**src/rtl/lcd_opseq_pkg.sv**
```systemverilog
package lcd_opseq_pkg;
   localparam int WORD_W    = 10;
   localparam int PAYLOAD_W = 8;
   localparam int OP_W      = 2;

   typedef enum logic [OP_W-1:0] {
      OP_DATA = 2'd0,
      OP_CMD  = 2'd1,
      OP_WAIT = 2'd2,
      OP_END  = 2'd3
   } op_e;

   function automatic op_e word_op(input logic [WORD_W-1:0] w);
      return op_e'(w[WORD_W-1 -: OP_W]);
   endfunction

   function automatic logic [PAYLOAD_W-1:0] word_payload(input logic [WORD_W-1:0] w);
      return w[PAYLOAD_W-1:0];
   endfunction
endpackage

```
**src/rtl/lcd_opseq_rstgen.sv**
```systemverilog
module lcd_opseq_rstgen #(
   parameter int RST_CYCLES = 5
) (
   input  logic clk,
   input  logic rst_n,
   output logic released_o
);
   localparam int CW = (RST_CYCLES < 2) ? 1 : $clog2(RST_CYCLES);

   logic [CW-1:0] cnt_q;
   logic          rel_q;

   always_ff @(posedge clk) begin
      if (!rst_n) begin
         cnt_q <= '0;
         rel_q <= 1'b0;
      end else if (!rel_q) begin
         if (cnt_q == CW'(RST_CYCLES - 1)) rel_q <= 1'b1;
         else                              cnt_q <= cnt_q + 1'b1;
      end
   end

   assign released_o = rel_q;
endmodule

```
**src/rtl/lcd_opseq_fetch.sv**
```systemverilog
module lcd_opseq_fetch #(
   parameter int AW = 16
) (
   input  logic          clk,
   input  logic          rst_n,
   input  logic          adv_i,
   output logic [AW-1:0] addr_o,
   output logic          word_ok_o
);
   logic [AW-1:0] pc_q;
   logic          settle_q;

   always_ff @(posedge clk) begin
      if (!rst_n) begin
         pc_q     <= '0;
         settle_q <= 1'b1;
      end else begin
         settle_q <= adv_i;
         if (adv_i) pc_q <= pc_q + 1'b1;
      end
   end

   assign addr_o    = pc_q;
   assign word_ok_o = !settle_q;
endmodule

```
**src/rtl/lcd_opseq_exec.sv**
```systemverilog
module lcd_opseq_exec
   import lcd_opseq_pkg::*;
#(
   parameter int DELAY_CYCLES = 20
) (
   input  logic                 clk,
   input  logic                 rst_n,
   input  logic                 run_i,
   input  logic                 slot_i,
   input  logic                 word_ok_i,
   input  logic [WORD_W-1:0]    word_i,
   output logic                 adv_o,
   output logic [PAYLOAD_W-1:0] byte_o,
   output logic                 load_o,
   output logic                 dc_o,
   output logic                 cs_n_o,
   output logic                 wait_o,
   output logic                 done_o
);
   localparam int DW = (DELAY_CYCLES < 2) ? 1 : $clog2(DELAY_CYCLES);

   op_e     op;
   logic    take;
   logic    wait_last;
   logic [DW-1:0] dly_q;
   logic    wait_q, done_q;

   assign op        = word_op(word_i);
   assign take      = slot_i && run_i && word_ok_i && !wait_q && !done_q;
   assign wait_last = wait_q && (dly_q == '0);
   assign adv_o     = (take && (op == OP_DATA || op == OP_CMD)) || wait_last;

   always_ff @(posedge clk) begin
      if (!rst_n) begin
         byte_o <= '0;
         load_o <= 1'b0;
         dc_o   <= 1'b1;
         cs_n_o <= 1'b1;
         wait_q <= 1'b0;
         dly_q  <= '0;
         done_q <= 1'b0;
      end else begin
         load_o <= 1'b0;
         if (wait_q) begin
            if (wait_last) wait_q <= 1'b0;
            else           dly_q  <= dly_q - 1'b1;
         end
         if (take) begin
            unique case (op)
               OP_DATA, OP_CMD: begin
                  byte_o <= word_payload(word_i);
                  dc_o   <= (op == OP_DATA);
                  cs_n_o <= 1'b0;
                  load_o <= 1'b1;
               end
               OP_WAIT: begin
                  cs_n_o <= 1'b1;
                  wait_q <= 1'b1;
                  dly_q  <= DW'(DELAY_CYCLES - 1);
               end
               OP_END: begin
                  cs_n_o <= 1'b1;
                  done_q <= 1'b1;
               end
            endcase
         end
      end
   end

   assign wait_o = wait_q;
   assign done_o = done_q;
endmodule

```
**src/rtl/lcd_opseq.sv**
```systemverilog
module lcd_opseq
   import lcd_opseq_pkg::*;
#(
   parameter int AW           = 16,
   parameter int RST_CYCLES   = 5,
   parameter int DELAY_CYCLES = 20,
   parameter int FRAME_BYTES  = 40960,
   parameter int INIT_WORDS   = 128
) (
   input  logic                 clk,
   input  logic                 rst_n,
   input  logic                 slot_i,
   output logic [AW-1:0]        rom_addr_o,
   input  logic [WORD_W-1:0]    rom_data_i,
   output logic [PAYLOAD_W-1:0] byte_o,
   output logic                 load_o,
   output logic                 dc_o,
   output logic                 cs_n_o,
   output logic                 panel_rst_n_o,
   output logic                 pc_en_o,
   output logic                 done_o
);
   localparam longint NEED_WORDS = longint'(FRAME_BYTES) + longint'(INIT_WORDS);

   generate
      if (AW < 1 || AW > 32) begin : g_bad_aw
         $error("lcd_opseq: AW out of range");
      end
      if ((longint'(1) << AW) < NEED_WORDS) begin : g_small_aw
         $error("lcd_opseq: address space cannot hold frame plus setup words");
      end
      if (DELAY_CYCLES < 1) begin : g_bad_dly
         $error("lcd_opseq: DELAY_CYCLES must be at least 1");
      end
      if (RST_CYCLES < 1) begin : g_bad_rst
         $error("lcd_opseq: RST_CYCLES must be at least 1");
      end
   endgenerate

   logic released, adv, word_ok, waiting;

   lcd_opseq_rstgen #(.RST_CYCLES(RST_CYCLES)) u_rst (
      .clk        (clk),
      .rst_n      (rst_n),
      .released_o (released)
   );

   lcd_opseq_fetch #(.AW(AW)) u_fetch (
      .clk       (clk),
      .rst_n     (rst_n),
      .adv_i     (adv),
      .addr_o    (rom_addr_o),
      .word_ok_o (word_ok)
   );

   lcd_opseq_exec #(.DELAY_CYCLES(DELAY_CYCLES)) u_exec (
      .clk       (clk),
      .rst_n     (rst_n),
      .run_i     (released),
      .slot_i    (slot_i),
      .word_ok_i (word_ok),
      .word_i    (rom_data_i),
      .adv_o     (adv),
      .byte_o    (byte_o),
      .load_o    (load_o),
      .dc_o      (dc_o),
      .cs_n_o    (cs_n_o),
      .wait_o    (waiting),
      .done_o    (done_o)
   );

   assign panel_rst_n_o = released;
   assign pc_en_o       = !waiting;
endmodule

```
**config.mk**
```make
export PLATFORM = sky130hd
export DESIGN_NAME = lcd_opseq
export DESIGN_NICKNAME = d
export VERILOG_FILES = /design/src/rtl/lcd_opseq_pkg.sv /design/src/rtl/lcd_opseq_rstgen.sv /design/src/rtl/lcd_opseq_fetch.sv /design/src/rtl/lcd_opseq_exec.sv /design/src/rtl/lcd_opseq.sv
export SDC_FILE = /design/constraint.sdc
export NUM_CORES = 1
export LEC_CHECK = 0
export BUFFER_PORTS_ARGS = -buffer_cell sky130_fd_sc_hd__buf_2
export CELL_PAD_IN_SITES_DETAIL_PLACEMENT = 0
export CELL_PAD_IN_SITES_GLOBAL_PLACEMENT = 1
export CORE_AREA = 3 3 71 73
export DETAILED_ROUTE_END_ITERATION = 10
export DIE_AREA = 0 0 74 76
export PLACE_DENSITY = 0.79
export SETUP_SLACK_MARGIN = 0.4
export SLEW_MARGIN = 20
export SYNTH_ARGS = -nofsm -noshare
export SYNTH_HDL_FRONTEND = slang
export SYNTH_SLANG_ARGS = --single-unit
```
**constraint.sdc**
```tcl
create_clock -name clk -period 2.6 [get_ports clk]
set_clock_uncertainty 0.2 [all_clocks]
set_input_delay 0.26 -clock clk [delete_from_list [all_inputs] [get_ports clk]]
set_output_delay 0.26 -clock clk [all_outputs]
set_load 0.05 [all_outputs]
```
Yosys cells after proc, flatten, opt, wreduce, memory -nomap -nowiden

Cells that the tools add are included.
Widths: inputs -> output; s select.

Register bits after elaboration: 39
Input port bits: 13
Output and inout bits: 30
Word-level logic and storage cells: 51

$add $sub $neg: 3
Eq/ne operators: 4
Muxes and demuxes: 12
Bitwise gates (word level): 2
Reductions and logical operators: 19

Operators by type and width:

| operator              | number |
|---|---|
| $mux 5                | 4 |
| $add 16x1->16 const B | 1 |
| $reduce_and 2->1      | 4 |
| $mux 1                | 7 |
| $logic_and 1x1->1     | 6 |
| $logic_not 5->1       | 1 |
| $sub 5x1->5 const B   | 1 |
| $eq 2x2->1 const B    | 2 |
| $reduce_or 2->1       | 2 |
| $add 3x1->3 const B   | 1 |
| $eq 3x3->1 const B    | 1 |
| $logic_not 1->1       | 3 |
| $eq 2x1->1 const B    | 1 |
| $logic_not 2->1       | 1 |
| $logic_or 1x1->1      | 2 |
| $not 1->1             | 2 |
| $pmux 1 s2            | 1 |

Depth between registers and ports, before layout

Gate-level depths: netlist of run 1.

Depth after elaboration: 6
Gate-level depth with buffers: 8
Depth with buffers taken out: 6

By module

Synthesis of run 1 repeated with hierarchy kept, for this count alone.

Cell total of the unflattened synthesis: 188
Area, all modules: 1752.9 um^2

By module, submodules not included:

| module           | times used | cells an instance | area each (um^2) | seq. area each (um^2) |
|---|---|---|---|---|
| lcd_opseq_exec   | 1          | 88                | 789.5            | 360.3 |
| lcd_opseq_fetch  | 1          | 80                | 767.0            | 340.3 |
| lcd_opseq_rstgen | 1          | 19                | 192.7            | 80.1 |
| lcd_opseq        | 1          | 1                 | 3.8              | 0.0 |

Worst setup path after synthesis of run 1

No wires, ideal clock.

Path kind: reg2reg
Start point: reg u_exec.dly_q[0]
End point: reg u_fetch.pc_q[15], in the netlist u_fetch.addr_o[15]
Data arrival time: 1949 ps
Data required time: 2330 ps
Slack: 381 ps
Cell stages (with the launch flop): 8
Clock period less this slack: 2219 ps
Cells stage by stage: dfxtp_1 -> inv_1 -> ha_1 -> or4b_4 -> o2bb2a_4 -> buf_6 -> or4_1 -> a21oi_1

Word-level cells in the longest chain between the ends: 3

Ends and longest elaborated chain:

| item                   | line                  | text |
|---|---|---|
| from (decl)            | lcd_opseq_exec.sv:25  | `logic [DW-1:0] dly_q;` |
| from (signal assigned) | lcd_opseq_exec.sv:46  | `else dly_q <= dly_q - 1'b1;` |
| from (signal assigned) | lcd_opseq_exec.sv:59  | `dly_q <= DW'(DELAY_CYCLES - 1);` |
| $logic_not 5->1        | lcd_opseq_exec.sv:30  | `assign wait_last = wait_q && (dly_q == '0);` |
| $logic_and 1x1->1      | lcd_opseq_exec.sv:30  |  |
| $logic_or 1x1->1       | lcd_opseq_exec.sv:31  | `assign adv_o = (take && (op == OP_DATA \|\| op == OP_CMD)) \|\| wait_last;` |
| to (signal assigned)   | lcd_opseq_fetch.sv:19 | `if (adv_i) pc_q <= pc_q + 1'b1;` |
| to (decl)              | lcd_opseq_fetch.sv:10 | `logic [AW-1:0] pc_q;` |

Every way passes these cells.
A chain may end at the register's enable or synchronous reset.

Final worst setup path of run 1

Start point: reg u_exec.dly_q[1]
End point: reg u_fetch.pc_q[11], in the netlist u_fetch.addr_o[11]

Same word-level chain as after synthesis.

==> impl_metrics.ini, run 1 <==
[synth]
async_flop_share_pct = 0
synthTopCellsByArea = dfxtp_1 (46%), a21oi_1 (7.7%), nand2_1 (4.7%), nand3_1 (4.1%), o31ai_1 (3.1%)
synth_top_area_cell = dfxtp_1
ys_warn_count = 0
synth_edf_count = 0
synth-seq-cells = 39
synth_cell_type_count = 33
syn_inst = 196
synth.avg_cell_area_um2 = 8.63
syn_nets = 213
synthFlopType = dfxtp_1
synth_top_area_share_pct = 46.2
synth.cell_area_um2 = 1690
yosysSeqAreaShare_pct = 46.2

[timing]
hold_viol = 0
timing.final.crit_share_pct = 83.1
tightest_slew_ps = 620
post-route-min-period_ps = 2160
rsz0062_at_grt = true
max_slew_margin_pct = 58.6
fin_setup_tns_ps = 0
drv_slew = 0
timing.fmax_ghz = 0.463
setup_viol = 0

[clocking]
clock-root-buffer = clkbuf_8
clk_pin_slew_ps = 70
cts_tree = done
cts_made_buffers = 5
insertion_delay_ps = 290
htree_num_levels = 2
clock_path_buffers = 2
numClockSinks = 39
cts_hold_buf = 0

[detailed_routing]
vias = 1589
first_iter_violations = 79
drc = 0
wl_per_cell_um = 13.9
met1Wirelength_um = 1920
route.met3.wl_um = 268
met2WireLength_um = 1820
routed_via_density = 5.40
ant_nets = 0
top_layer = met4
firstDrtPassIters = 4
wl_um = 4070

[critical_path]
required_ps = 2620
crit_arrival_ps = 2180
crit_type = flop to flop
crit_path_end_kind = flop
start_kind = flop
crit_fanout = 8

[pwr]
p_comb_share_pct = 10.6
clockPowerShare_pct = 36.8
power.density_nw_per_um2 = 554
ir_drop_uv = 365
p_sw_mw = 0.295
internal_power_mw = 0.912
p_seq_share_pct = 52.6
p_leak_nw = 0.855
swShare_pct = 24.4

[floorplan]
die_width_um = 74
core-area_um2 = 4410
die_area_um2 = 5620
die-height_um = 76
std_cell_rows = 24
io_pins = 43
start_util_pct = 38.3

[global_routing]
grt_max_degree = 19
grt_pass1_wl_um = 6780
overflow = 0
grt_pass1_vias = 1453
gr-usage-all-layers_pct = 15.2
antenna_found_initial = 0

[layout]
area_growth_syn_to_layout_pct = 28.8
nFillCells = 431
diodes = 0
postLayoutCoreUtil_pct = 49.3
stdcell_count = 294
drive_gt1_share_pct = 33.5
finalInstanceArea_um2 = 2180
multi_input_area_um2 = 930
num-nets-final = 258
seq_area_um2 = 782

[flow_run]
cap_violations = 0

[placed_design]
dpl_cell_area_um2 = 1950
dp_hpwl_um = 2650
io_buffers = 42
dpl.cell_count = 282
gp_congestion = 0.787

[outcome]
status = completed

[hold_path]
hold_path_class = input port to flop
==> synth_stat cells (all sizes together), types with 2 or more instances <==
library cell   n
a21oi         26
and2           2
and4           2
buf            2
clkbuf         9
dfxtp         39
ha             4
inv            8
mux2i          4
nand2         21
nand2b         2
nand3         14
nand4          7
nor2          11
nor3           5
nor4           2
o21a           2
o21ai          5
o31ai          7
or3            5
or4            6
xnor2          3
==> per-stage QoR <==
stage / worst slack (ps) / hold slack (ps) / total power, mW
after global placement: 389 / 243 / 0.772
final: 440 / 14.1 / 1.21
after floorplan: 421 / 194 / 0.737
after CTS: 385 / 11.4 / 1.22
after detailed placement: 360 / 246 / 0.772
after global routing: 368 / 13.7 / 1.26
==> per-layer routing <==
layer / vias to the layer above / global-route usage [%]
met4: 0 / 6.34
met2: 44 / 21.7
li1: 797 / -
met3: 8 / 4.22
met1: 740 / 21.3
met5: - / 0
==> final timing paths <==
check / from / endpoint / slack (ps) / depth (start not counted)
max: u_exec.dly_q[1] / u_fetch.addr_o[11] / 440 / 6
min: rom_data_i[6] / u_exec.byte_o[6] / 10 / 3
max reg2reg: u_exec.dly_q[1] / u_fetch.addr_o[11] / 440 / 6
min reg2reg: u_exec.byte_o[2] / u_exec.byte_o[2] / 250 / 2
==> final cells by class <==
class / instances / area share, %
timing repair buffer: 48 / 12.5
clock buffer: 8 / 4.60
multi-input combinational: 139 / 42.7
tap: 52 / 2.99
sequential: 39 / 35.9
inverter: 8 / 1.38
==> cells in the final DEF, fill, tap and decap left out, drive strengths merged, types with 6 or more instances in the layout <==
master	instances
nand2	21
or4	6
clkbuf	8
inv	8
buf	48
nor2	11
dfxtp	39
o31ai	7
nand4	7
nand3	14
a21oi	26
==> state kept, by name, summed over array words and instances, names as in the netlist <==
signal and count:
u_exec.cs_n_o 1, u_exec.byte_o 8, u_rst.released_o 1, u_fetch.settle_q 1, u_exec.wait_o 1, u_exec.load_o 1
u_exec.dc_o 1, u_fetch.addr_o 16, u_rst.cnt_q 3, u_exec.done_o 1, u_exec.dly_q 5
==> what timing repair did <==
item / in CTS / in global routing
gates cloned: 1 / 0
pin swaps: 6 / 17
endpoints found under the setup margin: 6 / 14
gates resized for setup: 4 / 20
setup buffers: 3 / 0
hold endpoints to repair: 0 / 0
==> power by group through the flow <==
stage	logic (mW)	registers [mW]	clock network (mW)
after detailed placement	0.124	0.648	0
final	0.128	0.635	0.444
after global placement	0.124	0.648	0
after CTS	0.128	0.635	0.456
after global routing	0.147	0.638	0.479
after floorplan	0.0746	0.663	0
==> critical path: stages (launching register included) <==
cell      delay [ps]
dfxtp_1          320
inv_2             70
ha_4             120
or4b_4           480
o2bb2a_4         260
or4_4            520
a21oi_2          120
==> cells by family (layout without fill, tap and decap cells) <==
group / count (synthesis) / after routing / share of synthesized area, %
fa+ha+maj: 4 / 4 / 2.96
xor+xnor: 4 / 4 / 2.07
flops: 39 / 39 / 46.2
buf+inv: 19 / 64 / 4.66
compound gates: 44 / 45 / 15.8
simple gates: 82 / 82 / 26.0
mux: 4 / 4 / 2.37
No activity file was read; power rests on OpenSTA's default activity.
==> run 2, diff against run 1 <==
Settings changed: CORE_AREA 3 3 71 73 to 3 3 75 77, DIE_AREA 0 0 74 76 to 0 0 78 80, PLACE_DENSITY 0.79 to 0.75.
Clock period 2.6 ns to 1.79 ns, I/O delays scaled along.
==> run 2 against run 1 <==
The flow now finishes with violations (negative setup slack); clock power up 48%; sequential share of layout area down 6.6 points; design area up 26%; worst hold slack worse by 13 ps; setup slack worse by 800 ps; first-iteration DRC count up 71%; via count up 13%; utilization up 4.9 points; flip-flop and latch count unchanged; register-to-register slack worse by 800 ps; non-clock buffer count up 34; clock-buffer cell count unchanged; largest cell class unchanged; highest routed layer unchanged.
==> impl_metrics.ini, run 2 (same netlist as run 1, synthesis figures left out) <==
[global_routing]
gr-usage-all-layers_pct = 15.7
antenna_found_initial = 0
grt_pass1_wl_um = 7670
grt_pass1_vias = 1614
overflow = 0
grt_max_degree = 17

[clocking]
numClockSinks = 39
cts_tree = done
cts_made_buffers = 5
clk_pin_slew_ps = 70
clock-root-buffer = clkbuf_8
htree_num_levels = 2
insertion_delay_ps = 300
clock_path_buffers = 2

[detailed_routing]
firstDrtPassIters = 4
wl_per_cell_um = 14.4
ant_nets = 0
first_iter_violations = 135
routed_via_density = 5.14
wl_um = 5010
drc = 0
vias = 1788

[critical_path]
rr_startpoint = u_exec.dly_q[1]
ff2ff_path_depth = 6
cp-startpoint = u_exec.dly_q[1]
rrSetupSlack_ps = -360
crit_fanout = 5
crit_arrival_ps = 2180
required_ps = 1820
crit_path_end_kind = flop
crit_type = flop to flop
reg2reg_to = u_fetch.addr_o[11]
start_kind = flop

[layout]
largest_reg_flops = 16
stdcell_count = 348
drive_gt1_share_pct = 47.8
num-nets-final = 294
mostFrequentLayoutCells = buf_2 (32), buf_4 (26), dfxtp_1 (26), a21oi_1 (22), nand3_1 (12)
layout_commonest_cell = buf_2
postLayoutCoreUtil_pct = 54.2
diodes = 0
nFillCells = 492
area_growth_syn_to_layout_pct = 62.6

[pwr]
power.density_nw_per_um2 = 688
p_leak_nw = 1.10
power_mw = 1.89
ir_drop_uv = 482

[placed_design]
dp_hpwl_um = 3020
io_buffers = 42
gp_congestion = 0.797
dpl.cell_count = 319

[timing]
post-route-min-period_ps = 2150
timing.final.crit_share_pct = 120
timing.fmax_ghz = 0.465
hold_viol = 0
max_slew_margin_pct = 77.4
setup_viol = 19
drv_slew = 0
whs_ps = 0.790
rsz0062_at_grt = true
layout_setup_ws_ps = -360
tightest_slew_ps = 338

[floorplan]
std_cell_rows = 26
io_pins = 43
core-area_um2 = 5070
die-height_um = 80
start_util_pct = 33.3
die_width_um = 78
die_area_um2 = 6240

[hold_path]
hold_path_class = input port to flop
hold_path_depth = 2
hp-start = rst_n
min_to = u_exec.dc_o

[outcome]
violations = negative setup slack
status = finished, violations left

[flow_run]
cap_violations = 0
-- run 2: changes by cell type in the layout (fill, tap and decap cells not counted), moves of 4 or more --
cell | before | now
dfxtp_4 | 0 | 4
buf_2 | 42 | 32
buf_6 | 1 | 8
buf_4 | 4 | 26
dfxtp_1 | 38 | 26
nand2_2 | 0 | 10
dlygate4sd3_1 | 0 | 10
nand2_1 | 21 | 8
dfxtp_2 | 1 | 9
-- run 2: timing repair --
action	in CTS	in global routing
setup buffers	5	2
endpoints found under the setup margin	44	42
gates cloned	1	3
pin swaps	4	22
resized for setup	40	37
hold buffers	10	0
hold endpoints to repair	11	0
-- run 2: metal layers --
| metal | vias up | GRT usage [%] | wire (µm) |
|---|---|---|---|
| met5 | - | 0 | 0 |
| met4 | 0 | 5.77 | 92 |
| met3 | 11 | 3.95 | 250 |
| met2 | 52 | 25.3 | 2430 |
| met1 | 847 | 20.2 | 2240 |
| li1 | 878 | - | - |
-- run 2: report_power, final --
group / leakage [nW] / total (mW) / internal (mW) / switching [mW]
clock: 0.0515 / 0.659 / 0.352 / 0.307
sequential: 0.322 / 0.929 / 0.900 / 0.0288
combinational: 0.731 / 0.304 / 0.144 / 0.161
-- run 2: per-stage QoR --
stage               instance area (µm²)  setup slack (ps)  setup TNS (ps)
global route                       2750              -402           -5770
floorplan                          1780              -326           -3570
finish                             2750              -360           -4730
detailed placement                 2160              -332           -4010
CTS                                2550              -339           -4770
global placement                   2160              -301           -3620
-- run 2: area by class of cell --
class                           instances  area [µm²]  area share, %
Clock buffer                            8         100           3.64
Inverter                                8        35.0           1.27
Multi-Input combinational cell        141        1090           39.5
Sequential cell                        39         807           29.3
Tap cell                               70        87.6           3.18
Timing Repair Buffer                   82         636           23.1
-- run 2: how the worst max path moves through the flow --
stage / end / slack (ps) / cells past startpoint
floorplan: u_fetch.addr_o[5] / -330 / 7
global placement: u_fetch.addr_o[5] / -300 / 6
detailed placement: u_fetch.addr_o[2] / -330 / 7
CTS: u_fetch.addr_o[15] / -340 / 6
global route: u_fetch.addr_o[3] / -400 / 7
finish: u_fetch.addr_o[11] / -360 / 6
-- run 2: worst max-delay path, stage by stage, from the launching register on --
cell and delay (ps):
dfxtp_2 330, inv_2 70, ha_4 130, or4b_4 500, o2bb2a_4 270, or4_4 480
a21oi_2 110
==> run 3, diff against run 2 <==
Settings changed: CORE_AREA 3 3 75 77 to 2 2 74 76, DIE_AREA 0 0 78 80 to 0 0 76 78.
==> run 3 against run 2 <==
The run still ends with negative setup slack left; die area is 5.0% lower; fmax increased by 0.27%; critical path depth did not move; sequential share of layout area decreased by 0.27 points; clock-buffer cell count stayed put; setup slack better by 5.8 ps; design area up 0.14%; via count is 1.9% lower; non-clock buffer count grew 3; flip-flop and latch count stayed put; total power shrank 5.7%.
==> impl_metrics.ini, run 3 (same netlist as run 1, synthesis figures left out) <==
[global_routing]
antenna_found_initial = 0
gr-usage-all-layers_pct = 15.2
grt_pass1_vias = 1489
grt_pass1_wl_um = 7140
grt_max_degree = 17
overflow = 0

[layout]
largest_reg_flops = 16
stdcell_count = 351
num-nets-final = 297
mostFrequentLayoutCells = buf_2 (32), dfxtp_1 (29), buf_4 (25), a21oi_1 (21)
drive_gt1_share_pct = 47.0
layout_commonest_cell = buf_2
area_growth_syn_to_layout_pct = 62.9
finalInstanceArea_um2 = 2760
diodes = 0

[critical_path]
start_kind = flop
ff2ff_path_depth = 6
cp-startpoint = u_exec.dly_q[1]
max_stage_delay_ps = 500
crit_arrival_ps = 2160
rrSetupSlack_ps = -350
reg2reg_to = u_fetch.addr_o[5]
crit_type = flop to flop
cp-endpoint = u_fetch.addr_o[5]
cp_cell_sequence = inv_2 -> ha_4 -> or4b_4 -> o2bb2a_4 -> or4_1 -> a21oi_1
rr_startpoint = u_exec.dly_q[1]
slowest_stage = or4b_4
required_ps = 1810
crit_path_end_kind = flop
crit_fanout = 5

[timing]
whs_ps = 9.85
rsz0062_at_grt = true
tightest_slew_ps = 268
hold_viol = 0
timing.final.crit_share_pct = 120
timing.fmax_ghz = 0.466
post-route-min-period_ps = 2140
setup_viol = 20
layout_setup_ws_ps = -354
drv_slew = 0
max_slew_margin_pct = 82.1

[detailed_routing]
ant_nets = 0
vias = 1754
routed_via_density = 5.00
firstDrtPassIters = 4
drc = 0
first_iter_violations = 91
wl_um = 4730
wl_per_cell_um = 13.5

[floorplan]
die_width_um = 76
std_cell_rows = 26
core-area_um2 = 5040
start_util_pct = 33.5
die_area_um2 = 5930
die-height_um = 78
io_pins = 43

[placed_design]
dpl.cell_count = 319
dp_hpwl_um = 2970
dpl_cell_area_um2 = 2180
io_buffers = 42
gp_congestion = 0.832

[clocking]
htree_num_levels = 2
clock_path_buffers = 2
clk_pin_slew_ps = 80
cts_made_buffers = 5
clock-root-buffer = clkbuf_8
numClockSinks = 39
insertion_delay_ps = 290
cts_tree = done

[flow_run]
cap_violations = 0

[outcome]
status = finished, violations left
violations = negative setup slack

[hold_path]
hold_path_class = input port to flop

[pwr]
power.density_nw_per_um2 = 648
p_leak_nw = 1.11
ir_drop_uv = 513
-- run 3: cell types whose count changed in the layout (fill, tap and decap cells not counted), sizes merged --
cell	previous run	this run
clkbuf	11	13
buf	69	70
-- run 3: area by class of cell --
cell class	instances	area, µm²
clock buffers	8	80.1
fillers	454	2290
inverters	8	35.0
multi-input cells	141	1080
flip-flops and latches	39	801
well taps	70	87.6
repair buffers	85	671
-- run 3: timing repair --
item / CTS / global route
hold endpoints to repair: 10 / 0
pin swaps: 4 / 9
buffers inserted: 2 / 8
endpoints found under the setup margin: 39 / 44
hold buffers: 10 / 0
gates resized for setup: 41 / 32
cloned: 2 / 2
-- run 3: through the flow --
stage	worst slack, ps	setup TNS (ps)	total power, mW	util [%]
final	-354	-4350	1.78	54.6
after global routing	-414	-5580	1.87	54.6
after CTS	-340	-4560	1.75	50.2
after detailed placement	-329	-3880	1.13	43.2
after global placement	-295	-3560	1.13	43.2
after floorplan	-326	-3570	1.08	-
-- run 3: metal layers --
layer	part of all wire [%]	vias to the layer above	wire length, µm	GRT usage, %
li1	-	883	-	-
met1	48	818	2270	20.1
met2	45	45	2130	23.8
met3	5.8	8	276	4.88
met4	1.1	0	54	4.18
met5	0	-	0	0
-- run 3: power by group --
group | switching (mW) | internal (mW) | leakage [nW] | total (mW)
Sequential | 0.0288 | 0.899 | 0.321 | 0.928
Combinational | 0.148 | 0.129 | 0.752 | 0.278
Clock | 0.301 | 0.277 | 0.0395 | 0.578
-- run 3: how the worst min path moves through the flow --
stage                     cells after the start           from               end  slack (ps)
after floorplan                               1  rom_data_i[8]       u_exec.dc_o         110
after detailed placement                      3  rom_data_i[3]  u_exec.byte_o[3]         240
after global placement                        3  rom_data_i[0]  u_exec.byte_o[0]         240
final                                         2          rst_n     u_exec.cs_n_o          10
after CTS                                     2          rst_n     u_exec.cs_n_o           2
after global routing                          2          rst_n     u_exec.cs_n_o          10
-- run 3: worst max-delay path, delay by kind of cell (launching register included) --
family                   cells  cell delay [ps]
adder cells (fa/ha/maj)      1              130
buffers and inverters        1               70
AO/OA/AOI/OAI                2              390
AND/OR/NAND/NOR              2              970
flip-flops                   1              330
